## config.mk

```make
export PLATFORM = sky130hd
export DESIGN_NAME = acq_trig_gate
export DESIGN_NICKNAME = d
export VERILOG_FILES = /design/src/rtl/acq_trig_pkg.sv /design/src/rtl/acq_p0_sync.sv /design/src/rtl/acq_pos_ctr.sv /design/src/rtl/acq_sample_timer.sv /design/src/rtl/acq_trig_gate.sv
export SDC_FILE = /design/constraint.sdc
export NUM_CORES = 1
export LEC_CHECK = 0
export CORE_MARGIN = 5
export CORE_UTILIZATION = 50
export CTS_CLUSTER_DIAMETER = 30
export DETAILED_ROUTE_END_ITERATION = 8
export GPL_TIMING_DRIVEN = 0
export PLACE_DENSITY = 0.73
export SLEW_MARGIN = 20
export SYNTH_ARGS = -nofsm -noshare
export SYNTH_HDL_FRONTEND = slang
export SYNTH_SLANG_ARGS = --single-unit
```

## constraint.sdc

```tcl
create_clock -name clk -period 6 [get_ports clk]
set_clock_uncertainty 0.2 [all_clocks]
set_input_delay 0.6 -clock clk [delete_from_list [all_inputs] [get_ports clk]]
set_output_delay 0.6 -clock clk [all_outputs]
set_load 0.01 [all_outputs]
```

## src/rtl/acq_trig_pkg.sv

```systemverilog
package acq_trig_pkg;
  typedef enum logic {
    ST_IDLE   = 1'b0,
    ST_SAMPLE = 1'b1
  } acq_state_e;
endpackage

```

## src/rtl/acq_p0_sync.sv

```systemverilog
module acq_p0_sync #(
  parameter int STAGES = 2
) (
  input  logic clk,
  input  logic rst_n,
  input  logic p0_i,
  output logic edge_o
);
  logic [STAGES-1:0] chain_q;
  logic              prev_q;

  always_ff @(posedge clk) begin
    if (!rst_n) begin
      chain_q <= '0;
      prev_q  <= 1'b0;
    end else begin
      chain_q <= {chain_q[STAGES-2:0], p0_i};
      prev_q  <= chain_q[STAGES-1];
    end
  end

  assign edge_o = chain_q[STAGES-1] & ~prev_q;


  edge_single_chk: assert property (@(posedge clk) disable iff (!rst_n)
    edge_o |=> !edge_o);
endmodule

```

## src/rtl/acq_pos_ctr.sv

```systemverilog
module acq_pos_ctr #(
  parameter int AVG_W = 4,
  parameter int PTS_W = 8
) (
  input  logic             clk,
  input  logic             rst_n,
  input  logic             advance_i,
  input  logic [AVG_W-1:0] avg_i,
  input  logic [PTS_W-1:0] npts_i,
  output logic             last_sub_o,
  output logic             last_pt_o
);
  logic [AVG_W-1:0] sub_q;
  logic [PTS_W-1:0] pt_q;
  logic [AVG_W-1:0] sub_top;
  logic [PTS_W-1:0] pt_top;

  assign sub_top    = (avg_i  == '0) ? '0 : avg_i  - 1'b1;
  assign pt_top     = (npts_i == '0) ? '0 : npts_i - 1'b1;
  assign last_sub_o = (sub_q >= sub_top);
  assign last_pt_o  = (pt_q  >= pt_top);

  always_ff @(posedge clk) begin
    if (!rst_n) begin
      sub_q <= '0;
      pt_q  <= '0;
    end else if (advance_i) begin
      if (last_sub_o) begin
        sub_q <= '0;
        pt_q  <= last_pt_o ? '0 : pt_q + 1'b1;
      end else begin
        sub_q <= sub_q + 1'b1;
      end
    end
  end


  wrap_chk: assert property (@(posedge clk) disable iff (!rst_n)
    (advance_i && last_sub_o && last_pt_o) |=> (sub_q == '0 && pt_q == '0));
endmodule

```

## src/rtl/acq_sample_timer.sv

```systemverilog
module acq_sample_timer #(
  parameter int SAMPLE_LEN = 4
) (
  input  logic clk,
  input  logic rst_n,
  input  logic load_i,
  output logic zero_o
);
  localparam int TW = (SAMPLE_LEN > 1) ? $clog2(SAMPLE_LEN) : 1;

  logic [TW-1:0] cnt_q;

  always_ff @(posedge clk) begin
    if (!rst_n) begin
      cnt_q <= '0;
    end else if (load_i) begin
      cnt_q <= TW'(SAMPLE_LEN - 1);
    end else if (cnt_q != '0) begin
      cnt_q <= cnt_q - 1'b1;
    end
  end

  assign zero_o = (cnt_q == '0);


  load_idle_chk: assert property (@(posedge clk) disable iff (!rst_n)
    load_i |-> zero_o);
endmodule

```

## src/rtl/acq_trig_gate.sv

```systemverilog
module acq_trig_gate
  import acq_trig_pkg::*;
#(
  parameter int AVG_W       = 4,
  parameter int PTS_W       = 8,
  parameter int SAMPLE_LEN  = 4,
  parameter int SYNC_STAGES = 2
) (
  input  logic             clk,
  input  logic             rst_n,
  input  logic             arm_i,
  input  logic             p0_i,
  input  logic             p0_en_i,
  input  logic             cw_mode_i,
  input  logic             subpt_trig_i,
  input  logic [AVG_W-1:0] avg_cnt_i,
  input  logic [PTS_W-1:0] num_pts_i,
  output logic             start_o,
  output logic             busy_o,
  output logic             sweep_done_o
);
  acq_state_e state_q, state_d;
  logic p0_edge, tmr_zero, last_sub, last_pt;
  logic trig, complete, sweep_end, burst_end, load;
  logic start_q, done_q;

  acq_p0_sync #(.STAGES(SYNC_STAGES)) sync_i (
    .clk(clk), .rst_n(rst_n), .p0_i(p0_i), .edge_o(p0_edge)
  );

  acq_sample_timer #(.SAMPLE_LEN(SAMPLE_LEN)) tmr_i (
    .clk(clk), .rst_n(rst_n), .load_i(load), .zero_o(tmr_zero)
  );

  acq_pos_ctr #(.AVG_W(AVG_W), .PTS_W(PTS_W)) pos_i (
    .clk(clk), .rst_n(rst_n), .advance_i(complete),
    .avg_i(avg_cnt_i), .npts_i(num_pts_i),
    .last_sub_o(last_sub), .last_pt_o(last_pt)
  );

  // Acceptance: idle, armed, and a synchronized edge when the pulse line is in use.
  assign trig      = (state_q == ST_IDLE) && arm_i && (!p0_en_i || p0_edge);
  assign complete  = (state_q == ST_SAMPLE) && tmr_zero;
  assign sweep_end = last_sub && last_pt;
  assign burst_end = sweep_end || (!cw_mode_i && (subpt_trig_i || last_sub));
  assign load      = trig || (complete && !burst_end);

  always_comb begin
    state_d = state_q;
    if (trig)                        state_d = ST_SAMPLE;
    else if (complete && burst_end)  state_d = ST_IDLE;
  end

  always_ff @(posedge clk) begin
    if (!rst_n) begin
      state_q <= ST_IDLE;
      start_q <= 1'b0;
      done_q  <= 1'b0;
    end else begin
      state_q <= state_d;
      start_q <= load;
      done_q  <= complete && sweep_end;
    end
  end

  assign start_o      = start_q;
  assign busy_o       = (state_q == ST_SAMPLE);
  assign sweep_done_o = done_q;


  start_in_busy_chk: assert property (@(posedge clk) disable iff (!rst_n)
    start_o |-> busy_o);


  busy_fall_chk: assert property (@(posedge clk) disable iff (!rst_n)
    $fell(busy_o) |-> $past(tmr_zero));


  rise_needs_arm_chk: assert property (@(posedge clk) disable iff (!rst_n)
    $rose(busy_o) |-> $past(arm_i));


  rise_needs_edge_chk: assert property (@(posedge clk) disable iff (!rst_n)
    ($rose(busy_o) && $past(p0_en_i)) |-> $past(p0_edge));


  done_idle_chk: assert property (@(posedge clk) disable iff (!rst_n)
    sweep_done_o |-> !busy_o);


  done_single_chk: assert property (@(posedge clk) disable iff (!rst_n)
    sweep_done_o |=> !sweep_done_o);
endmodule

```

== Word-level counts from Yosys, hierarchy flattened ==
Cells that the tools add are included.
Storage, ports and cells
  bits in writable memories: 0
  memories kept: 0
  memory bits (read-only): 0
  logic and storage cells: 48
  bits in latches: 0
  flip-flop bits (word level): 20
  input port bits: 19
Cells by class
  $mul: 0
  order comparisons: 2
  equal/unequal tests: 0
  bitwise logic cells: 3
  shifts and indexed selects: 0
  div/mod/pow operators: 0
  add/subtract/negate cells: 5
  multiplexer cells: 8
  reduce and logical (&&, ||, !) cells: 22
Operators with widths (count)
  8-bit 2-to-1 mux: 2
  8-bit by 1-bit adder with 8-bit output (second input constant): 1
  8-bit greater-or-equal comparator: 1
  1-bit logical AND: 8
  8-bit zero test: 1
  4-bit 2-to-1 mux: 2
  8-bit by 1-bit subtractor with 8-bit output (second input constant): 1
  2-bit nonzero test: 3
  4-bit by 1-bit adder with 4-bit output (second input constant): 1
  4-bit greater-or-equal comparator: 1
  4-bit zero test: 1
  1-bit logical OR: 4
  2-bit 2-to-1 mux: 2
  4-bit by 1-bit subtractor with 4-bit output (second input constant): 1
  1-bit zero test: 3
  2-bit zero test: 1
  1-bit 2-to-1 mux: 2
  1-bit inverter: 2
  2-bit AND reduction: 1
  2-bit by 1-bit subtractor with 2-bit output (second input constant): 1
  1-bit AND: 1

== Longest topological paths before layout ==
Gate-level depths: netlist (run 1).
  depth in word-level cells: 10
  gate-level depth with buffers: 13
  depth with buffers taken out: 12

== Hierarchy ==
From an unflattened synthesis (run 1), not the netlist that was laid out.
Second synthesis, totals
  cells, all modules: 172
  area total of the unflattened synthesis: 1472.7 sq um
Modules (own cells, without submodules)
  acq_pos_ctr: area each 1117.3 sq um, times used 1, cells each 139, sequential area each 240.2 sq um
  acq_trig_gate: area each 168.9 sq um, times used 1, cells each 17, sequential area each 60.1 sq um
  acq_sample_timer: area each 93.8 sq um, times used 1, cells each 9, sequential area each 40.0 sq um
  acq_p0_sync: area each 92.6 sq um, times used 1, cells each 7, sequential area each 60.1 sq um

== Worst setup path before layout (run 1) ==
No wires, ideal clock.
  path kind: in2reg
  start point: input port num_pts_i[0]
  end point: register pos_i.pt_q[6]
  data required time: 5724 ps
  library setup time: 76 ps
  cell stages on the path: 12
  arrival: 3423 ps
  path slack: 2301 ps
  cell sequence: inv_1 -> ha_1 -> nand2_1 -> or3_1 -> or3_1 -> and2_1 -> ha_1 -> nand2b_4 -> a2111oi_4 -> o311ai_2 -> or4_1 -> a31oi_1
Between the ends
  word-level cells in the longest chain between the ends: 4
  elaborated cells on any way between the ends: 5
RTL lines
  from (decl): line acq_trig_gate.sv:17  | input logic [PTS_W-1:0] num_pts_i,
  8-bit by 1-bit subtractor with 8-bit output or 8-bit zero test (tied branches): line acq_pos_ctr.sv:19  | assign pt_top = (npts_i == '0) ? '0 : npts_i - 1'b1;
  8-bit 2-to-1 mux *: line acq_pos_ctr.sv:19
  8-bit greater-or-equal comparator *: line acq_pos_ctr.sv:21  | assign last_pt_o = (pt_q >= pt_top);
  8-bit 2-to-1 mux *: line acq_pos_ctr.sv:30  | pt_q <= last_pt_o ? '0 : pt_q + 1'b1;
  to (signal assigned): line acq_pos_ctr.sv:30
  to (decl): line acq_pos_ctr.sv:14  | logic [PTS_W-1:0] pt_q;
Every way passes the cells marked *; elsewhere a longest branch is shown, timed or not.
A chain may end at the register's enable or synchronous reset.

== Worst setup path in the final report (run 1) ==
  start point: input port num_pts_i[0]
  end point: register pos_i.pt_q[4]
The elaborated chain is that of the path after synthesis.

==> results.tsv, run 1 <==
metric	value	unit
die_y	63.9	um
design_area	1730	um2
cts_resized	0	
routed_wl	3230	um
drt_first_pass_iters	4	
rows	19	
cap_viol_max_count	0	
via_count	1360	
yosysSeqAreaShare	27.5	%
routedWlPerCell	14.2	um
worst-path-buf-inv	2	
rrSetupSlack	3400	ps
n_fill_cell	262	
rsz0062_at_grt	no	
fin_util	62.0	%
synth_cells	173	
ys_types	43	
slowest_stage	or4_1	
synth_xor_area_share	2.41	%
fin_nets	234	
post-cts-setup-buffer-count	0	
synth_fa_ha_area_share	13.8	%
clock.fmax	0.240	GHz
syn_area	1450	um2
relSlewSlack	60.6	%
grt_pass1_vias	1305	
drive_above_1_share	9.64	%
dp_hpwl	2550	um
cts_tree	done	
dp_slack	1560	ps
htree_levels	1	
drv_slew	0	
peakVddDrop	206	uV
dieArea	4090	um2
root_buffer	clkbuf_4	
place_area	1700	um2
cts_sinks	20	
synth_top_cell_by_area	dfxtp_1	
yosys.area_share.simple	27.9	%
grt.overflow.total	0	
critPathMaxStageDelay	570	ps
ios	22	
layout_worst_path_cycle_share	69.4	%
p_leak	0.670	nW
start_kind	input port	
path_clk_slew	100	ps
powerDensity	198	nW/um2
synth_seq_cells	20	
groute.usage.overall	16.2	%
synth_top_family_by_area	simple AND/OR/NAND/NOR gates	
die_x	63.9	um
synth_edf_count	0	
setup_viol	0	
num_antenna_cells	0	
period_needed	4160	ps
cp_top_family	simple AND/OR/NAND/NOR gates	
yosysWarnings	0	
grt_max_degree	11	
arrival	4190	ps
drc_errors	0	
yosys-top-cells-area	dfxtp_1 (28%), ha_1 (14%), nand2_1 (5.7%)	
ctsHoldBuffers	0	
port_buffers	21	
start_util	52.3	%
path_class	input port to flip-flop	
cp_data_required_time	6030	ps
routabilityCongestion	0.787	
end_kind	flip-flop	
max-clock-path-buffers	2	
tightest_slew	590	ps
avgSynthCellArea	8.40	um2
antenna_found_initial	0	
cts-buffers-inserted	3	
core	2780	um2
detail_route.vias_per_cell	5.96	
yosys.area.top_type_share	27.5	%
ys.flop_type	dfxtp_1	
holdCritPathClass	flip-flop to flip-flop	
crit_chain	clkdlybuf4s50_1, inv_1, ha_1, nand2_1, or3_1, or3_1, and2_1, ha_1, nand2b_4, a2111oi_4, o311ai_2, or4_1, a31oi_1	
synth_mux_area_share	1.46	%
drt_iter0_markers	105	
layout_setup_ws	1840	ps
synth_nets	208	
async_flop_share	0	%
clkLatencyLatePin	300	ps
finalSetupTns	0	ps
synth_compound_area_share	22.6	%
syn_to_final_growth	18.7	%
hold_viol	0	
final_antenna_net_count	0	
worst-path-max-fanout	8	
grt_pass1_wl	5510	um
status	complete, no violations	
Yosys cell counts (2+ instances only):
cell type and number:
nand2_1 22, dfxtp_1 20, ha_1 16, inv_1 11
nand3_1 10, a21oi_1 8, nor2_1 8, o21ai_0 7
or4_1 7, o21a_1 6, a31oi_1 5, and2_1 5
or3_1 5, nor3_1 4, or2_2 3, a2111oi_4 2
buf_2 2, clkbuf_1 2, nand2b_4 2, nand4_1 2
o31ai_1 2, xnor2_1 2, xor2_1 2
report_power, final:
group	switching, mW	internal, mW	total, mW	leakage (nW)
clock network	0.0404	0.0235	0.0639	0.0138
registers	0.00975	0.146	0.156	0.163
logic	0.0615	0.0606	0.122	0.493
worst paths after layout:
kind / start / endpoint / cells past startpoint
worst max-delay path: num_pts_i[0] / pos_i.pt_q[4] / 13
worst min register to register: sync_i.chain_q[0] / sync_i.chain_q[1] / 1
worst max register to register: pos_i.sub_q[0] / pos_i.pt_q[2] / 8
worst min-delay path: sync_i.chain_q[0] / sync_i.chain_q[1] / 1
through the flow:
stage          std cells  hold WS (ps)  total power [mW]
3_3_place_gp         225           214             0.273
2_1_floorplan        173           212             0.243
4_1_cts              228           266             0.344
5_1_grt              228           271             0.368
6_report             228           258             0.342
3_5_place_dp         225           240             0.281
cell families after synthesis:
group / count (synthesis)
simple gates: 75
compound gates: 40
flops: 20
buf+inv: 16
fa+ha+maj: 16
xor+xnor: 4
mux: 2
layer usage:
layer	part of all wire [%]	global-route usage, %	up-vias	wire length, um
met3	3.8	4.55	9	123
li1	-	-	684	-
met4	1.3	4.68	0	42
met5	0	0	-	0
met1	44	19.0	638	1410
met2	51	28.5	29	1650
sequential cells by signal, summed over array words and instances (netlist names):
| signal | flops |
|---|---|
| start_o | 1 |
| sweep_done_o | 1 |
| busy_o | 1 |
| pos_i.pt_q | 8 |
| sync_i.chain_q | 2 |
| pos_i.sub_q | 4 |
| sync_i.prev_q | 1 |
| tmr_i.cnt_q | 2 |
cell type report:
cell class                      instances  area (um2)  share of cell area (%)
Clock buffer                            3        22.5                    1.31
Buffer                                  4        17.5                    1.02
Sequential cell                        20         400                    23.2
Timing Repair Buffer                   21         210                    12.2
Tap cell                               31        38.8                    2.25
Multi-Input combinational cell        137         991                    57.4
Inverter                               12        45.0                    2.61
cells in the final DEF (no fill, tap or decap), types with 2 or more instances in the layout:
master / n
a2111oi_4: 2
a21oi_1: 8
a31oi_1: 5
and2_1: 5
buf_2: 2
clkbuf_1: 2
clkbuf_4: 3
clkdlybuf4s50_1: 21
dfxtp_1: 20
ha_1: 16
inv_1: 11
nand2_1: 22
nand2b_4: 2
nand3_1: 10
nand4_1: 2
nor2_1: 8
nor3_1: 4
o21a_1: 6
o21ai_0: 7
o31ai_1: 2
or2_2: 3
or3_1: 5
or4_1: 7
xnor2_1: 2
xor2_1: 2
Power figures use the tool's default switching activity.
==> run 2, diff against run 1 <==
--- a/config.mk
+++ b/config.mk
@@ -6,7 +6,7 @@
 export NUM_CORES = 1
 export LEC_CHECK = 0
 export CORE_MARGIN = 5
-export CORE_UTILIZATION = 50
+export CORE_UTILIZATION = 48
 export CTS_CLUSTER_DIAMETER = 30
 export DETAILED_ROUTE_END_ITERATION = 8
 export GPL_TIMING_DRIVEN = 0
==> constraint.sdc (replaced) <==
create_clock -name clk -period 3.4 [get_ports clk]
set_clock_uncertainty 0.2 [all_clocks]
set_input_delay 0.34 -clock clk [delete_from_list [all_inputs] [get_ports clk]]
set_output_delay 0.34 -clock clk [all_outputs]
set_load 0.01 [all_outputs]
==> results.tsv, run 2 (synthesis results as in run 1) <==
metric	value	unit	change
holdWs	263	ps	+4.17 ps
clock.fmax	0.308	GHz	
cp_top_family	simple AND/OR/NAND/NOR gates		
cap_viol_max_count	0		unchanged
groute.usage.overall	17.7	%	+1.5 points
top_regs	pos_i.pt_q x8, pos_i.sub_q x4		
rr_worst_depth	8		unchanged
timing.critical_path.mode_cell	or3_4		
tightest_slew	494	ps	-96.8 ps
drv_slew	0		unchanged
powerDensity	324	nW/um2	+64%
netSwitchingFraction	32.7	%	about the same
wl_met3	126	um	+2.4%
htree_levels	1		unchanged
ctsHoldBuffers	0		unchanged
layout.cells.non_filler	246		+7.9%
internal_power	421	uW	+83%
peakVddDrop	312	uV	+51%
seqPwrFrac	44.2	%	-1.3 points
path_clk_slew	100	ps	about the same
slowest_stage	or4_4		
wl_met2	1730	um	+4.8%
cts_tree	done		
cts-buffers-inserted	3		unchanged
start_kind	input port		
num_antenna_cells	0		unchanged
layout.cells.most_common_list	nand2_1 (20), dfxtp_1 (20), buf_4 (17)		
root_buffer	clkbuf_4		
place_inst	227		+0.89%
path_class	input port to flip-flop		
drt_first_pass_iters	4		unchanged
dp_hpwl	2390	um	-6.4%
drive_above_1_share	25.4	%	+16 points
clkLatencyLatePin	300	ps	about the same
fin_nets	250		+6.8%
max-clock-path-buffers	2		unchanged
worstHoldStart	sync_i.chain_q[0]		
grt_max_degree	11		unchanged
syn_to_final_growth	32.8	%	
period_needed	3250	ps	
via_count	1436		+5.6%
worst-path-buf-inv	2		unchanged
routed_wl	3510	um	+8.5%
r2r_start	pos_i.sub_q[0]		
p_leak	0.806	nW	+20%
holdCritPathClass	flip-flop to flip-flop		
layout_worst_path_cycle_share	95.5	%	
drt_iter0_markers	46		-56%
whs_endpoint	sync_i.chain_q[1]		
drc_errors	0		unchanged
setup_viol	0		unchanged
grt_pass1_wl	5930	um	+7.5%
drt-met1-wl	1600	um	+13%
final_antenna_net_count	0		unchanged
cp_data_required_time	3430	ps	-2600 ps
largest_reg_flops	8		unchanged
combinationalPowerShare	38.0	%	+2.2 points
die_x	65.0	um	+1.7%
hold_viol	0		unchanged
worst-path-max-fanout	6		-2
cts_sinks	20		unchanged
die_y	65.0	um	+1.7%
fin_util	64.8	%	+2.8 points
critPathMaxStageDelay	530	ps	-40 ps
ios	22		unchanged
rows	20		+1
design_area	1930	um2	+12%
finalSetupTns	0	ps	unchanged
clkPwrFrac	17.7	%	-1.0 points
crit_chain	buf_2, inv_2, ha_4, nand2_4, or3_4, or3_4, and2_4, ha_1, nand2b_4, a2111oi_4, o311ai_4, or4_4, a31oi_1		
routabilityCongestion	0.714		-9.3%
grt_pass1_vias	1367		+4.8%
top_register	pos_i.pt_q		
arrival	3280	ps	-910 ps
port_buffers	21		unchanged
antenna_found_initial	0		unchanged
start_util	48.8	%	-3.4 points
end_kind	flip-flop		
routedWlPerCell	14.3	um	+0.60%
worstHoldPathCells	1		unchanged
dieArea	4230	um2	+3.5%
core	2980	um2	+7.1%
r2r_end	pos_i.pt_q[2]		
detail_route.vias_per_cell	5.84		-2.1%
rrSetupSlack	880	ps	-2520 ps
relSlewSlack	67.1	%	+6.5 points
p_sw	205	uW	+83%
grt.overflow.total	0		unchanged
rsz0062_at_grt	no		
place_area	1720	um2	+1.0%
top_layer	met4		
status	complete, no violations		
==> run 2: worst reg2reg max path: stages, from the launching register on <==
cell and delay, ps:
dfxtp_1 410, inv_1 60, ha_1 280, nand2b_4 150
a2111oi_4 540, or3_1 260, buf_2 240, nor4_2 60
o31a_1 230
==> run 2: worst max-delay path by stage <==
stage                       from        endpoint  slack, ps  depth (start not counted)
floorplan           num_pts_i[0]   pos_i.pt_q[6]         40                         12
global placement    num_pts_i[0]   pos_i.pt_q[5]       -580                         13
detailed placement  num_pts_i[0]  tmr_i.cnt_q[1]       -710                         14
CTS                 num_pts_i[1]   pos_i.pt_q[3]          3                         13
global route        num_pts_i[0]   pos_i.pt_q[4]         30                         13
finish              num_pts_i[0]   pos_i.pt_q[4]        150                         13
==> run 2: stage by stage <==
step / total power, mW / worst slack [ps]
after detailed placement: 0.495 / -713
after CTS: 0.617 / 3.04
final: 0.625 / 153
after global placement: 0.484 / -581
after global routing: 0.675 / 29.8
after floorplan: 0.433 / 40.4
==> run 2: power groups by stage <==
stage | Sequential, mW | Combinational [mW] | Clock (mW)
2_1_floorplan | 0.277 | 0.155 | 0
3_3_place_gp | 0.279 | 0.205 | 0
3_5_place_dp | 0.281 | 0.215 | 0
4_1_cts | 0.275 | 0.228 | 0.113
5_1_grt | 0.279 | 0.263 | 0.132
6_report | 0.277 | 0.238 | 0.111
==> run 2: cell type report <==
type                       count  area [um2]
multi-input combinational    137        1080
fill                         242        1050
sequential                    20         400
timing repair buffer          38         323
inverter                      12        45.0
tap                           33        41.3
clock buffer                   3        22.5
buffer                         3        13.8
==> run 2: repair_timing <==
item	4_1_cts	5_1_grt
setup buffers	14	4
endpoints found under the setup margin	11	13
pin swaps	15	13
endpoints found under the hold margin	0	0
gates resized for setup	12	20
==> run 2: routing by layer <==
metal | track usage (%) | vias to the layer above
met4 | 8.55 | 0
li1 | - | 714
met2 | 29.2 | 33
met1 | 21.8 | 680
met3 | 3.47 | 9
met5 | 0 | -
==> run 3, diff against run 2 <==
--- a/config.mk
+++ b/config.mk
@@ -6,11 +6,11 @@
 export NUM_CORES = 1
 export LEC_CHECK = 0
 export CORE_MARGIN = 5
-export CORE_UTILIZATION = 48
+export CORE_UTILIZATION = 45
 export CTS_CLUSTER_DIAMETER = 30
 export DETAILED_ROUTE_END_ITERATION = 8
 export GPL_TIMING_DRIVEN = 0
-export PLACE_DENSITY = 0.73
+export PLACE_DENSITY = 0.69
 export SLEW_MARGIN = 20
 export SYNTH_ARGS = -nofsm -noshare
 export SYNTH_HDL_FRONTEND = slang
==> results.tsv, run 3 (synthesis results as in run 1) <==
metric	value	unit	change
via_count	1404		-2.2%
die_x	66.8	um	+2.8%
layout.cells.most_common_list	nand2_1 (21), dfxtp_1 (20), clkdlybuf4s50_1 (16), buf_4 (16), ha_1 (14)		
clock.fmax	0.300	GHz	-2.6%
place_area	1730	um2	+0.80%
core	3080	um2	+3.4%
largest_reg_flops	8		unchanged
num_antenna_cells	0		unchanged
fin_nets	249		-0.40%
design_area	1950	um2	+0.78%
layout_worst_path_cycle_share	98.1	%	+2.6 points
period_needed	3330	ps	+88.2 ps
rr_worst_depth	8		unchanged
top_register	pos_i.pt_q		
final_antenna_net_count	0		unchanged
routabilityCongestion	0.725		+1.6%
setup_viol	0		unchanged
cts_sinks	20		unchanged
peakVddDrop	346	uV	+11%
cts-buffers-inserted	3		unchanged
grt_max_degree	13		+2
die_y	66.8	um	+2.8%
layout_commonest_cell	nand2_1		
holdWs	258	ps	-4.28 ps
arrival	3370	ps	+90 ps
top_regs	pos_i.pt_q x8, pos_i.sub_q x4		
dieArea	4470	um2	+5.6%
grt_pass1_vias	1273		-6.9%
path_class	input port to flip-flop		
drv_slew	0		unchanged
relSlewSlack	69.0	%	+1.9 points
layout_setup_ws	65.0	ps	-88.2 ps
tightest_slew	464	ps	-29.0 ps
drt_first_pass_iters	4		unchanged
htree_levels	1		unchanged
p_leak	0.796	nW	-1.3%
n_fill_cell	274		+13%
syn_to_final_growth	33.8	%	
start_util	47.2	%	-1.6 points
worst-path-max-fanout	5		-1
cap_viol_max_count	0		unchanged
detail_route.vias_per_cell	5.46		-6.4%
end_kind	flip-flop		
worstHoldPathCells	1		unchanged
root_buffer	clkbuf_4		
ctsHoldBuffers	0		unchanged
grt_pass1_wl	5510	um	-7.1%
port_buffers	21		unchanged
rows	20		unchanged
routedWlPerCell	13.2	um	-7.2%
drc_errors	0		unchanged
status	complete, no violations		
finalSetupTns	0	ps	unchanged
clkLatencyLatePin	310	ps	about the same
path_clk_slew	120	ps	+20 ps
max-clock-path-buffers	2		unchanged
dp_hpwl	2420	um	+1.6%
antenna_found_initial	0		unchanged
cp_data_required_time	3440	ps	about the same
drt_iter0_markers	31		-33%
groute.usage.overall	15.9	%	-1.8 points
dp_slack	-710	ps	+2.44 ps
holdCritPathClass	flip-flop to flip-flop		
hold_viol	0		unchanged
start_kind	input port		
powerDensity	369	nW/um2	+14%
drive_above_1_share	23.9	%	-1.4 points
ios	22		unchanged
grt.overflow.total	0		unchanged
routed_wl	3400	um	-3.1%
cts_tree	done		
rsz0062_at_grt	no		
-- run 3: final cells by class --
cell class	instances	area, um2	share of cell area, %
clock buffers	3	22.5	1.16
repair buffers	37	313	16.1
multi-input cells	137	1070	54.8
clock inverters	1	30.0	1.54
inverters	12	45.0	2.32
well taps	44	55.1	2.83
plain buffers	3	13.8	0.707
flip-flops and latches	20	400	20.6
-- run 3: through the flow --
step | utilization [%] | std cells | total power [mW]
3_5_place_dp | 56.3 | 238 | 0.500
5_1_grt | 63.2 | 257 | 0.771
6_report | 63.2 | 257 | 0.718
2_1_floorplan | - | 173 | 0.433
4_1_cts | 60.9 | 251 | 0.709
3_3_place_gp | 56.3 | 238 | 0.486
-- run 3: power breakdown --
group	switching [mW]	internal, mW	total [mW]	leakage, nW
clock	0.0792	0.119	0.198	0.0279
combinational	0.118	0.126	0.244	0.605
sequential	0.0176	0.257	0.275	0.163
-- run 3: path summary, 6_finish.rpt --
path	slack [ps]	to	startpoint
worst max-delay path	70	pos_i.pt_q[3]	num_pts_i[5]
worst min-delay path	260	sync_i.chain_q[1]	sync_i.chain_q[0]
worst max register to register	890	pos_i.pt_q[2]	pos_i.sub_q[0]
worst min register to register	260	sync_i.chain_q[1]	sync_i.chain_q[0]
-- run 3: repair_timing --
| action | CTS | global route |
|---|---|---|
| endpoints found under the hold margin | 0 | 0 |
| buffers inserted | 10 | 6 |
| gates resized for setup | 10 | 15 |
| setup endpoints to repair | 12 | 12 |
| pin swaps | 14 | 13 |
-- run 3: metal layers --
| layer | GRT usage, % | routed length (um) | share of wire, % | vias to the layer above |
|---|---|---|---|---|
| met3 | 2.02 | 113 | 3.3 | 7 |
| met2 | 27.4 | 1670 | 49 | 22 |
| met4 | 3.81 | 49 | 1.4 | 0 |
| met5 | 0 | 0 | 0 | - |
| li1 | - | - | - | 712 |
| met1 | 20.8 | 1570 | 46 | 663 |
-- run 3: critical path, cell delays in order --
cell	delay [ps]
clkdlybuf4s50_1	460
or3_4	360
or3_4	350
and2_4	150
ha_1	260
nand2b_4	150
a2111oi_4	410
o311ai_4	160
buf_4	170
or4_1	390
a31oi_1	170
